<file path="config.mk">
export PLATFORM = sky130hd
export DESIGN_NAME = nor_cmd_decoder
export DESIGN_NICKNAME = d
export VERILOG_FILES = /design/src/rtl/nor_cmd_pkg.sv /design/src/rtl/nor_cmd_ctrl.sv /design/src/rtl/nor_cmd_datapath.sv /design/src/rtl/nor_cmd_decoder.sv
export SDC_FILE = /design/constraint.sdc
export NUM_CORES = 1
export LEC_CHECK = 0
export ABC_AREA = 1
export BUFFER_PORTS_ARGS = -buffer_cell sky130_fd_sc_hd__buf_2
export CAP_MARGIN = 20
export CORE_ASPECT_RATIO = 1.25
export CORE_MARGIN = 1.5
export CORE_UTILIZATION = 50
export DETAILED_ROUTE_END_ITERATION = 6
export HOLD_SLACK_MARGIN = 0.03
export PLACE_DENSITY = 0.87
export SYNTH_ARGS = -nofsm -noshare
export SYNTH_HDL_FRONTEND = slang
export SYNTH_HIERARCHICAL = 1
export SYNTH_SLANG_ARGS = --single-unit
</file>
<file path="constraint.sdc">
create_clock -name clk -period 2.1 [get_ports clk]
set_clock_uncertainty 0.2 [all_clocks]
set_input_delay 0.21 -clock clk [delete_from_list [all_inputs] [get_ports clk]]
set_output_delay 0.21 -clock clk [all_outputs]
set_load 0.01 [all_outputs]
</file>
<file path="src/rtl/nor_cmd_pkg.sv">
package nor_cmd_pkg;

  localparam int CMD_W = 8;

  localparam logic [10:0] UNLOCK_A1 = 11'h555;
  localparam logic [10:0] UNLOCK_A2 = 11'h2AA;

  localparam logic [CMD_W-1:0] D_UNLOCK1 = 8'hAA;
  localparam logic [CMD_W-1:0] D_UNLOCK2 = 8'h55;
  localparam logic [CMD_W-1:0] D_PROG    = 8'hA0;
  localparam logic [CMD_W-1:0] D_ERASE   = 8'h80;
  localparam logic [CMD_W-1:0] D_CHIP    = 8'h10;
  localparam logic [CMD_W-1:0] D_SECTOR  = 8'h30;
  localparam logic [CMD_W-1:0] D_SUSPEND = 8'hB0;
  localparam logic [CMD_W-1:0] D_RESUME  = 8'h30;
  localparam logic [CMD_W-1:0] D_AUTOSEL = 8'h90;
  localparam logic [CMD_W-1:0] D_RESET   = 8'hF0;

  typedef enum logic [1:0] {
    MODE_READ    = 2'd0,
    MODE_AUTOSEL = 2'd1,
    MODE_BUSY    = 2'd2,
    MODE_SUSP    = 2'd3
  } mode_e;

  typedef enum logic [2:0] {
    SEQ_IDLE, SEQ_UNL1, SEQ_UNL2, SEQ_PROG, SEQ_ERS, SEQ_EUNL1, SEQ_EUNL2
  } seq_e;

  typedef struct packed {
    logic prog;
    logic chip;
    logic sect;
    logic autosel;
    logic susp;
    logic resume;
    logic rst;
  } pulse_t;

  typedef struct packed {
    logic loadProg;
    logic clearSect;
    logic fillSect;
    logic addSect;
  } dpStrobe_t;

endpackage

</file>
<file path="src/rtl/nor_cmd_ctrl.sv">
module nor_cmd_ctrl
  import nor_cmd_pkg::*;
#(
  parameter int WIN_CYC = 16
) (
  input  logic             clk,
  input  logic             rstN,
  input  logic             chipEn,
  input  logic             writeEn,
  input  logic [10:0]      addrLow,
  input  logic [CMD_W-1:0] busData,
  input  logic             opDone,
  output pulse_t           pulses,
  output mode_e            mode,
  output dpStrobe_t        strobe
);

  localparam int CNT_W = (WIN_CYC > 2) ? $clog2(WIN_CYC) : 1;

  logic       weD;
  mode_e      modeQ, nMode;
  seq_e       seqQ, nSeq;
  logic       winQ, nWin;
  logic       sectOpQ, nSectOp;
  logic [CNT_W-1:0] cntQ, nCnt;
  pulse_t     pulseQ, nPulse;

  logic hit, isUnl1, isUnl2, at555;

  assign hit    = chipEn && writeEn && !weD;
  assign at555  = (addrLow == UNLOCK_A1);
  assign isUnl1 = at555 && (busData == D_UNLOCK1);
  assign isUnl2 = (addrLow == UNLOCK_A2) && (busData == D_UNLOCK2);

  always_comb begin
    nMode   = modeQ;
    nSeq    = seqQ;
    nWin    = winQ;
    nCnt    = cntQ;
    nSectOp = sectOpQ;
    nPulse  = '0;
    strobe  = '0;
    if (hit) begin
      if (busData == D_RESET) begin
        nPulse.rst = 1'b1;
        nMode      = MODE_READ;
        nSeq       = SEQ_IDLE;
        nWin       = 1'b0;
        nSectOp    = 1'b0;
        if (winQ) strobe.clearSect = 1'b1;
      end else begin
        unique case (modeQ)
          MODE_READ: begin
            unique case (seqQ)
              SEQ_IDLE:  if (isUnl1) nSeq = SEQ_UNL1;
              SEQ_UNL1:  nSeq = isUnl2 ? SEQ_UNL2 : SEQ_IDLE;
              SEQ_UNL2: begin
                nSeq = SEQ_IDLE;
                if (at555) begin
                  if (busData == D_PROG) nSeq = SEQ_PROG;
                  else if (busData == D_ERASE) nSeq = SEQ_ERS;
                  else if (busData == D_AUTOSEL) begin
                    nPulse.autosel = 1'b1;
                    nMode          = MODE_AUTOSEL;
                  end
                end
              end
              SEQ_PROG: begin
                nSeq            = SEQ_IDLE;
                nPulse.prog     = 1'b1;
                strobe.loadProg = 1'b1;
                nMode           = MODE_BUSY;
                nSectOp         = 1'b0;
              end
              SEQ_ERS:   nSeq = isUnl1 ? SEQ_EUNL1 : SEQ_IDLE;
              SEQ_EUNL1: nSeq = isUnl2 ? SEQ_EUNL2 : SEQ_IDLE;
              SEQ_EUNL2: begin
                nSeq = SEQ_IDLE;
                if (at555 && busData == D_CHIP) begin
                  nPulse.chip     = 1'b1;
                  strobe.fillSect = 1'b1;
                  nMode           = MODE_BUSY;
                  nSectOp         = 1'b0;
                end else if (busData == D_SECTOR) begin
                  strobe.clearSect = 1'b1;
                  strobe.addSect   = 1'b1;
                  nMode            = MODE_BUSY;
                  nWin             = 1'b1;
                  nCnt             = CNT_W'(WIN_CYC - 1);
                  nSectOp          = 1'b1;
                end
              end
              default: nSeq = SEQ_IDLE;
            endcase
          end
          MODE_AUTOSEL: ;
          MODE_BUSY: begin
            if (winQ) begin
              if (busData == D_SECTOR) begin
                strobe.addSect = 1'b1;
                nCnt           = CNT_W'(WIN_CYC - 1);
              end else begin
                strobe.clearSect = 1'b1;
                nWin             = 1'b0;
                nMode            = MODE_READ;
                nSectOp          = 1'b0;
              end
            end else if (busData == D_SUSPEND && sectOpQ) begin
              nPulse.susp = 1'b1;
              nMode       = MODE_SUSP;
            end
          end
          MODE_SUSP: begin
            if (busData == D_RESUME) begin
              nPulse.resume = 1'b1;
              nMode         = MODE_BUSY;
            end
          end
          default: ;
        endcase
      end
    end else if (winQ) begin
      if (cntQ == '0) begin
        nPulse.sect = 1'b1;
        nWin        = 1'b0;
      end else begin
        nCnt = cntQ - 1'b1;
      end
    end else if (modeQ == MODE_BUSY && opDone) begin
      nMode   = MODE_READ;
      nSectOp = 1'b0;
    end
  end

  always_ff @(posedge clk) begin
    if (!rstN) begin
      weD     <= 1'b0;
      modeQ   <= MODE_READ;
      seqQ    <= SEQ_IDLE;
      winQ    <= 1'b0;
      sectOpQ <= 1'b0;
      cntQ    <= '0;
      pulseQ  <= '0;
    end else begin
      weD     <= writeEn;
      modeQ   <= nMode;
      seqQ    <= nSeq;
      winQ    <= nWin;
      sectOpQ <= nSectOp;
      cntQ    <= nCnt;
      pulseQ  <= nPulse;
    end
  end

  assign pulses = pulseQ;
  assign mode   = modeQ;

  a_r2_prog_busy: assert property (@(posedge clk) disable iff (!rstN)
    pulseQ.prog |-> modeQ == MODE_BUSY);
  a_r10_suspend_mode: assert property (@(posedge clk) disable iff (!rstN)
    pulseQ.susp |-> modeQ == MODE_SUSP);
  a_r8_one_pulse: assert property (@(posedge clk) disable iff (!rstN)
    $onehot0(pulseQ));
  a_r4_window_busy: assert property (@(posedge clk) disable iff (!rstN)
    winQ |-> modeQ == MODE_BUSY);
  a_r11_no_edge_no_cmd: assert property (@(posedge clk) disable iff (!rstN)
    !hit |=> (pulseQ.prog == 1'b0 && pulseQ.rst == 1'b0 && pulseQ.autosel == 1'b0));

endmodule

</file>
<file path="src/rtl/nor_cmd_datapath.sv">
module nor_cmd_datapath
  import nor_cmd_pkg::*;
#(
  parameter int ADDR_W    = 16,
  parameter int SECT_BITS = 4
) (
  input  logic                   clk,
  input  logic                   rstN,
  input  dpStrobe_t              strobe,
  input  logic [ADDR_W-1:0]      busAddr,
  input  logic [CMD_W-1:0]       busData,
  output logic [ADDR_W-1:0]      progAddr,
  output logic [CMD_W-1:0]       progData,
  output logic [(1<<SECT_BITS)-1:0] sectorMask
);

  localparam int NUM_SECT = 1 << SECT_BITS;

  logic [SECT_BITS-1:0] sectIdx;
  logic [NUM_SECT-1:0]  maskQ;

  assign sectIdx = busAddr[ADDR_W-1 -: SECT_BITS];

  always_ff @(posedge clk) begin
    if (!rstN) begin
      progAddr <= '0;
      progData <= '0;
    end else if (strobe.loadProg) begin
      progAddr <= busAddr;
      progData <= busData;
    end
  end

  for (genvar i = 0; i < NUM_SECT; i++) begin : g_sect
    logic selHere;
    assign selHere = strobe.addSect && (sectIdx == SECT_BITS'(i));
    always_ff @(posedge clk) begin
      if (!rstN)                 maskQ[i] <= 1'b0;
      else if (strobe.fillSect)  maskQ[i] <= 1'b1;
      else if (strobe.clearSect) maskQ[i] <= selHere;
      else if (selHere)          maskQ[i] <= 1'b1;
    end
  end

  assign sectorMask = maskQ;

  a_r3_fill_all: assert property (@(posedge clk) disable iff (!rstN)
    strobe.fillSect |=> &maskQ);
  a_r4_clear_add: assert property (@(posedge clk) disable iff (!rstN)
    (strobe.clearSect && !strobe.addSect && !strobe.fillSect) |=> maskQ == '0);

endmodule

</file>
<file path="src/rtl/nor_cmd_decoder.sv">
module nor_cmd_decoder
  import nor_cmd_pkg::*;
#(
  parameter int ADDR_W    = 16,
  parameter int SECT_BITS = 4,
  parameter int WIN_CYC   = 16
) (
  input  logic                      clk,
  input  logic                      rstN,
  input  logic                      chipEn,
  input  logic                      writeEn,
  input  logic [ADDR_W-1:0]         busAddr,
  input  logic [7:0]                busData,
  input  logic                      opDone,
  output logic                      startProgram,
  output logic                      startChipErase,
  output logic                      startSectorErase,
  output logic                      enterAutoselect,
  output logic                      eraseSuspend,
  output logic                      eraseResume,
  output logic                      resetCmd,
  output logic [1:0]                mode,
  output logic [ADDR_W-1:0]         progAddr,
  output logic [7:0]                progData,
  output logic [(1<<SECT_BITS)-1:0] sectorMask
);

  pulse_t    pulses;
  mode_e     modeS;
  dpStrobe_t strobe;

  nor_cmd_ctrl #(.WIN_CYC(WIN_CYC)) u_ctrl (
    .clk(clk), .rstN(rstN), .chipEn(chipEn), .writeEn(writeEn),
    .addrLow(busAddr[10:0]), .busData(busData), .opDone(opDone),
    .pulses(pulses), .mode(modeS), .strobe(strobe)
  );

  nor_cmd_datapath #(.ADDR_W(ADDR_W), .SECT_BITS(SECT_BITS)) u_dp (
    .clk(clk), .rstN(rstN), .strobe(strobe), .busAddr(busAddr),
    .busData(busData), .progAddr(progAddr), .progData(progData),
    .sectorMask(sectorMask)
  );

  assign startProgram     = pulses.prog;
  assign startChipErase   = pulses.chip;
  assign startSectorErase = pulses.sect;
  assign enterAutoselect  = pulses.autosel;
  assign eraseSuspend     = pulses.susp;
  assign eraseResume      = pulses.resume;
  assign resetCmd         = pulses.rst;
  assign mode             = modeS;

endmodule

</file>
# After elaboration in Yosys (flattened, before gate mapping)

Index checks and enable logic that the tools add are counted.

Flip-flop bits (word level): 59
Logic and storage cells: 278

Add/subtract/negate cells: 1
Reduce and logical (&&, ||, !) cells: 59
Bitwise gates (word level): 9
Eq/ne operators: 58
Mux-type cells: 120

Operator list:

| kind                                             | count |
|---|---|
| 2-to-1 mux 1 bit                                 | 78 |
| == test 8 bit (second input constant)            | 6 |
| nonzero test 3 bit                               | 16 |
| 2-to-1 mux 4 bit                                 | 9 |
| == test 4 bit (second input constant)            | 8 |
| 2-to-1 mux 2 bit                                 | 15 |
| inequality test 5 bit (second input constant)    | 6 |
| 2-to-1 mux 3 bit                                 | 9 |
| inequality test 4 bit (second input constant)    | 6 |
| logical AND 1 bit                                | 23 |
| == test 4 x 3 -> 1 bit (second input constant)   | 4 |
| one-hot mux 3 bit (5 select lines)               | 1 |
| AND reduction 7 bit                              | 2 |
| inequality test 6 bit (second input constant)    | 2 |
| one-hot mux 2 bit (3 select lines)               | 2 |
| == test 11 x 10 -> 1 bit (second input constant) | 1 |
| == test 11 bit (second input constant)           | 1 |
| one-hot mux 1 bit (2 select lines)               | 5 |
| AND reduction 10 bit                             | 1 |
| OR reduction 5 bit                               | 2 |
| == test 3 bit (second input constant)            | 3 |
| inequality test 3 bit (second input constant)    | 3 |
| inverter 1 bit                                   | 9 |
| == test 4 x 2 -> 1 bit (second input constant)   | 2 |
| other kinds (25)                                 | 33 |

# Depth between registers and ports, before layout

Word-level depth: 11
Gate-level depth with buffers: 14
Mapped depth without buffers: 14

# Cells and area by module

Netlist, hierarchy kept.

Modules (own cells, without submodules):

| module           | cells an instance | area an instance (um^2) | instances | sequential area each (um^2) |
|---|---|---|---|---|
| nor_cmd_datapath | 199               | 1,519.0                 | 1         | 800.8 |
| nor_cmd_ctrl     | 255               | 1,502.7                 | 1         | 380.4 |

# Worst setup path after synthesis

OpenSTA, ideal clock, no wires.

Path kind: input to register
Start: input port busData[1]
End: register u_dp.maskQ[11], in the netlist u_dp/sectorMask[11]
Setup slack: 285 ps
Stages: 13
Data arrival time: 1,493 ps
Data required time: 1,779 ps
Library setup time: 121 ps
Path through: nor2_1 -> nand2_2 -> inv_4 -> nand2_1 -> inv_1 -> nand4_1 -> o21ai_0 -> nand3_1 -> o21ai_0 -> inv_1 -> buf_4 -> a21oi_1 -> a21oi_1

RTL lines:

| item                           | line                   | RTL |
|---|---|---|
| start: declaration             | nor_cmd_decoder.sv:13  | `input logic [7:0] busData,` |
| end signal: indexed assignment | nor_cmd_datapath.sv:40 | `else if (strobe.clearSect) maskQ[i] <= selHere;` |
| end: declaration               | nor_cmd_datapath.sv:20 | `logic [NUM_SECT-1:0] maskQ;` |

# Final worst setup path

Start: input port busAddr[0]
End: register u_ctrl.seqQ[0]

Cells in the longest elaborated chain, start to end: 6
Elaborated cells on any way between the ends: 9
Those cells by class: eq/ne: 2; mux: 5; reduce/logical: 2

Ends and longest elaborated chain:

| item                               | line                  | RTL |
|---|---|---|
| start: declaration                 | nor_cmd_decoder.sv:12 | `input logic [ADDR_W-1:0] busAddr,` |
| == test 11 bit *                   | nor_cmd_ctrl.sv:31    | `assign at555 = (addrLow == UNLOCK_A1);` |
| logical AND 1 bit                  | nor_cmd_ctrl.sv:32    | `assign isUnl1 = at555 && (busData == D_UNLOCK1);` |
| 2-to-1 mux 3 bit                   | nor_cmd_ctrl.sv:75    | `SEQ_ERS: nSeq = isUnl1 ? SEQ_EUNL1 : SEQ_IDLE;` |
| one-hot mux 3 bit (5 select lines) | nor_cmd_ctrl.sv:54    | `unique case (seqQ)` |
| 2-to-1 mux 3 bit                   | nor_cmd_ctrl.sv:52    | `unique case (modeQ)` |
| 2-to-1 mux 3 bit                   | nor_cmd_ctrl.sv:44    | `if (busData == D_RESET) begin` |
| end signal: assignment             | nor_cmd_ctrl.sv:147   | `seqQ <= nSeq;` |
| end: declaration                   | nor_cmd_ctrl.sv:22    | `seq_e seqQ, nSeq;` |

Mark *: on every way between the ends. The rest lies on a longest branch, timed or not. The select of a mux whose other input is x is not followed.
A chain may end at the register's enable or synchronous reset.

==> run metrics <==
status=finished, final reports clean; required time of the critical path=2.17 ns; post-route design area=0.00405 sq mm; io pins=78; Worst R2R Path Depth=11; Pwr Total=2340 uW; cell mode on critical path=nand2_1; largest net degree at the start of global routing=29; Synth Area in Compound Gates=0.131; R2R Setup Slk=0.08 ns; post-route ant nets=0; Area after DPL=0.00346 sq mm; clock latency on the worst-skew pair=0.34 ns; Slew Limit Fails=0; PwrDens=578 mW/mm^2; Fin Hold WS=0.116 ns; RR Startpoint=u_ctrl/seqQ[0]; GPL Wtd Cong=0.987; dominant cells by area after synthesis=dfxtp_1 (39%), nor2_1 (12%), nand2_1 (8.8%), a21oi_1 (7.0%), nand3_1 (6.5%); setup violators final=0; endpoints failing hold=0; Post-synth EDFFs=0; WHS Endpoint=u_ctrl/pulses[3]; Worst EP arrival=2.10 ns; ys async rst share=0; # diodes=0; Crit Path Max Fanout=5; initial DRC count=394; Crit path largest cell delay=0.54 ns; Vias=3593; fillers=437; CP max stage cell=dlygate4sd3_1; Netlist Area Pre-Place=0.00302 sq mm; net count after synthesis=484; Least-Margin Pin Slew=0.474 ns; DRC violations left=0; die width=72.5 um; min-delay src=busData[4]; Root Driver=clkbuf_8; Die Area=0.00652 sq mm; I/O Buffers=77; Synth Flop Type=dfxtp_1; H-tree depth=3; post-synthesis mux area share=0; clock buffer depth=2; period utilization=0.966; Worst setup SP type=input pin; Syn Area/Cell=6.66 sq um; Synth top area share=0.391; Seq cells post-synth=59; antenna violations before repair=0; num rows=31; FF-to-FF End=u_dp/sectorMask[7]; hold depth=5; cell type with the highest aggregate area in the netlist=dfxtp_1; post-DP HPWL=5.73 mm; Synth top cells by count=nor2_1 (98), nand2_1 (71), dfxtp_1 (59); Overall Global Routing Usage=0.284; initial cell density of the core=0.519; Yosys Warn Count=6; Synth Area in Adders=0.00414; critical path class=input pin to flop; vias in the first global route=3361; crit end category=flop; sequential-to-total area share from yosys stat=0.391; CP Buf/Inv Count=3; Die Y=89.9 um; Slew HR=0.683; Core Area=0.00582 sq mm; post-synth cell types=28; fin nets=603; maximum clock frequency=0.493 GHz; Min-Delay Path Class=input pin to flop; TritonCTS buffer count=9; Clock Sinks=59; GRT Residual Overflow=0; critical path's top delay family=buffers and inverters; final wirelength=9.51 mm; most frequent cell after synthesis=nor2_1; largest family of logic cells by synthesized area=simple AND/OR/NAND/NOR gates; Synth Area in XOR/XNOR=0; fin crit period=2.03 ns; Max Cap Viol=0; crit-path cells=dlygate4sd3_1 > buf_2 > nand2_1 > nor2_2 > nand2_1 > nor2_2 > buf_4 > nand2_1 > nand2_1 > nand2_1 > nand2_1 > o21ai_0 > a21oi_1; Vias/cell=5.58; Post-Synthesis Cells=454; peak supply drop=0.000390 V; Area Growth Syn to Fin=33.9%; clk slew on worst S/H paths=0.07 ns; layout cell share with drive strength beyond 1=0.272; WL/cell=14.8 um; drt first pass iters=6; Leak Pwr=0.00199 uW; Post-Synth Simple-Gate Area=0.374; first-pass GRT wire length=14.9 mm; CTS tree=built
state kept, by name, indices dropped and copies added, names as in the netlist:
name             cells
u_dp/progAddr       16
u_dp/sectorMask     16
u_dp/progData        8
u_ctrl/pulses        7
u_ctrl/cntQ          4
u_ctrl/seqQ          3
u_ctrl/mode          2
u_ctrl/sectOpQ       1
u_ctrl/weD           1
u_ctrl/winQ          1
worst max path at each step:
stage,startpoint,endpoint,slack (ns),depth (start not counted)
global placement,busData[1],u_dp/sectorMask[5],0.05,15
detailed placement,busData[1],u_dp/sectorMask[2],-0.05,12
floorplan,busData[1],u_dp/sectorMask[11],0.29,13
finish,busAddr[0],u_ctrl/seqQ[0],0.07,13
global route,busAddr[1],u_ctrl/seqQ[0],-0.05,14
CTS,u_ctrl/mode[1],u_dp/sectorMask[10],0.02,11
layout by cell type, fill, tap and decap left out, types with 15 or more instances in the layout:
master	count
buf_4	15
dlygate4sd3_1	25
dfxtp_1	54
a21oi_1	42
o21ai_0	29
inv_1	43
nand2_1	71
nand3_1	39
buf_2	76
nor2_1	93
timing repair:
item | 4_1_cts | 5_1_grt
gates resized for setup | 0 | 30
buffers inserted | 0 | 7
hold buffers | 26 | 0
hold endpoints to repair | 33 | 0
setup endpoints to repair | 0 | 41
stage by stage:
stage	TNS, ns	setup slack (ns)	utilization	cells
floorplan	0	0.285	-	454
detailed placement	-0.509	-0.0454	0.595	592
global placement	0	0.0468	0.595	592
finish	0	0.0713	0.695	644
global route	-0.191	-0.0473	0.695	644
CTS	0	0.0173	0.671	634
cell families after synthesis:
logic type / Yosys count
fa+ha+maj: 1
flops: 59
buf+inv: 67
simple gates: 252
compound gates: 75
report_power, final:
part	leakage [uW]	internal (uW)	switching [uW]	total (uW)
combinational	0.00142	107	155	262
clock	0.0000884	488	448	936
sequential	0.000479	1130	9.41	1140
final cells by class:
type	instances	area [sq um]	area share
clock buffer	12	155	0.0384
clock inverter	4	25.0	0.00619
inverter	53	213	0.0526
multi-input combinational	328	1580	0.390
sequential	59	1190	0.294
tap	66	82.6	0.0204
timing repair buffer	119	782	0.193
timing repair inverter	3	20.0	0.00495
routing by layer:
metal | vias to the layer above | part of all wire | global-route usage
li1 | 1700 | - | -
met1 | 1640 | 0.38 | 0.335
met2 | 214 | 0.51 | 0.478
met3 | 39 | 0.076 | 0.0561
met4 | 0 | 0.035 | 0.146
met5 | - | 0 | 0
worst register-to-register path: stages, from the launching register on:
cell,delay [ns]
dfxtp_1,0.37
inv_2,0.10
nand3_4,0.10
inv_2,0.09
nand4_1,0.13
o21ai_0,0.10
nand3_1,0.10
o21ai_2,0.11
clkinvlp_2,0.17
buf_4,0.18
a21oi_1,0.14
a21oi_1,0.08
Power figures use the tool's default switching activity.
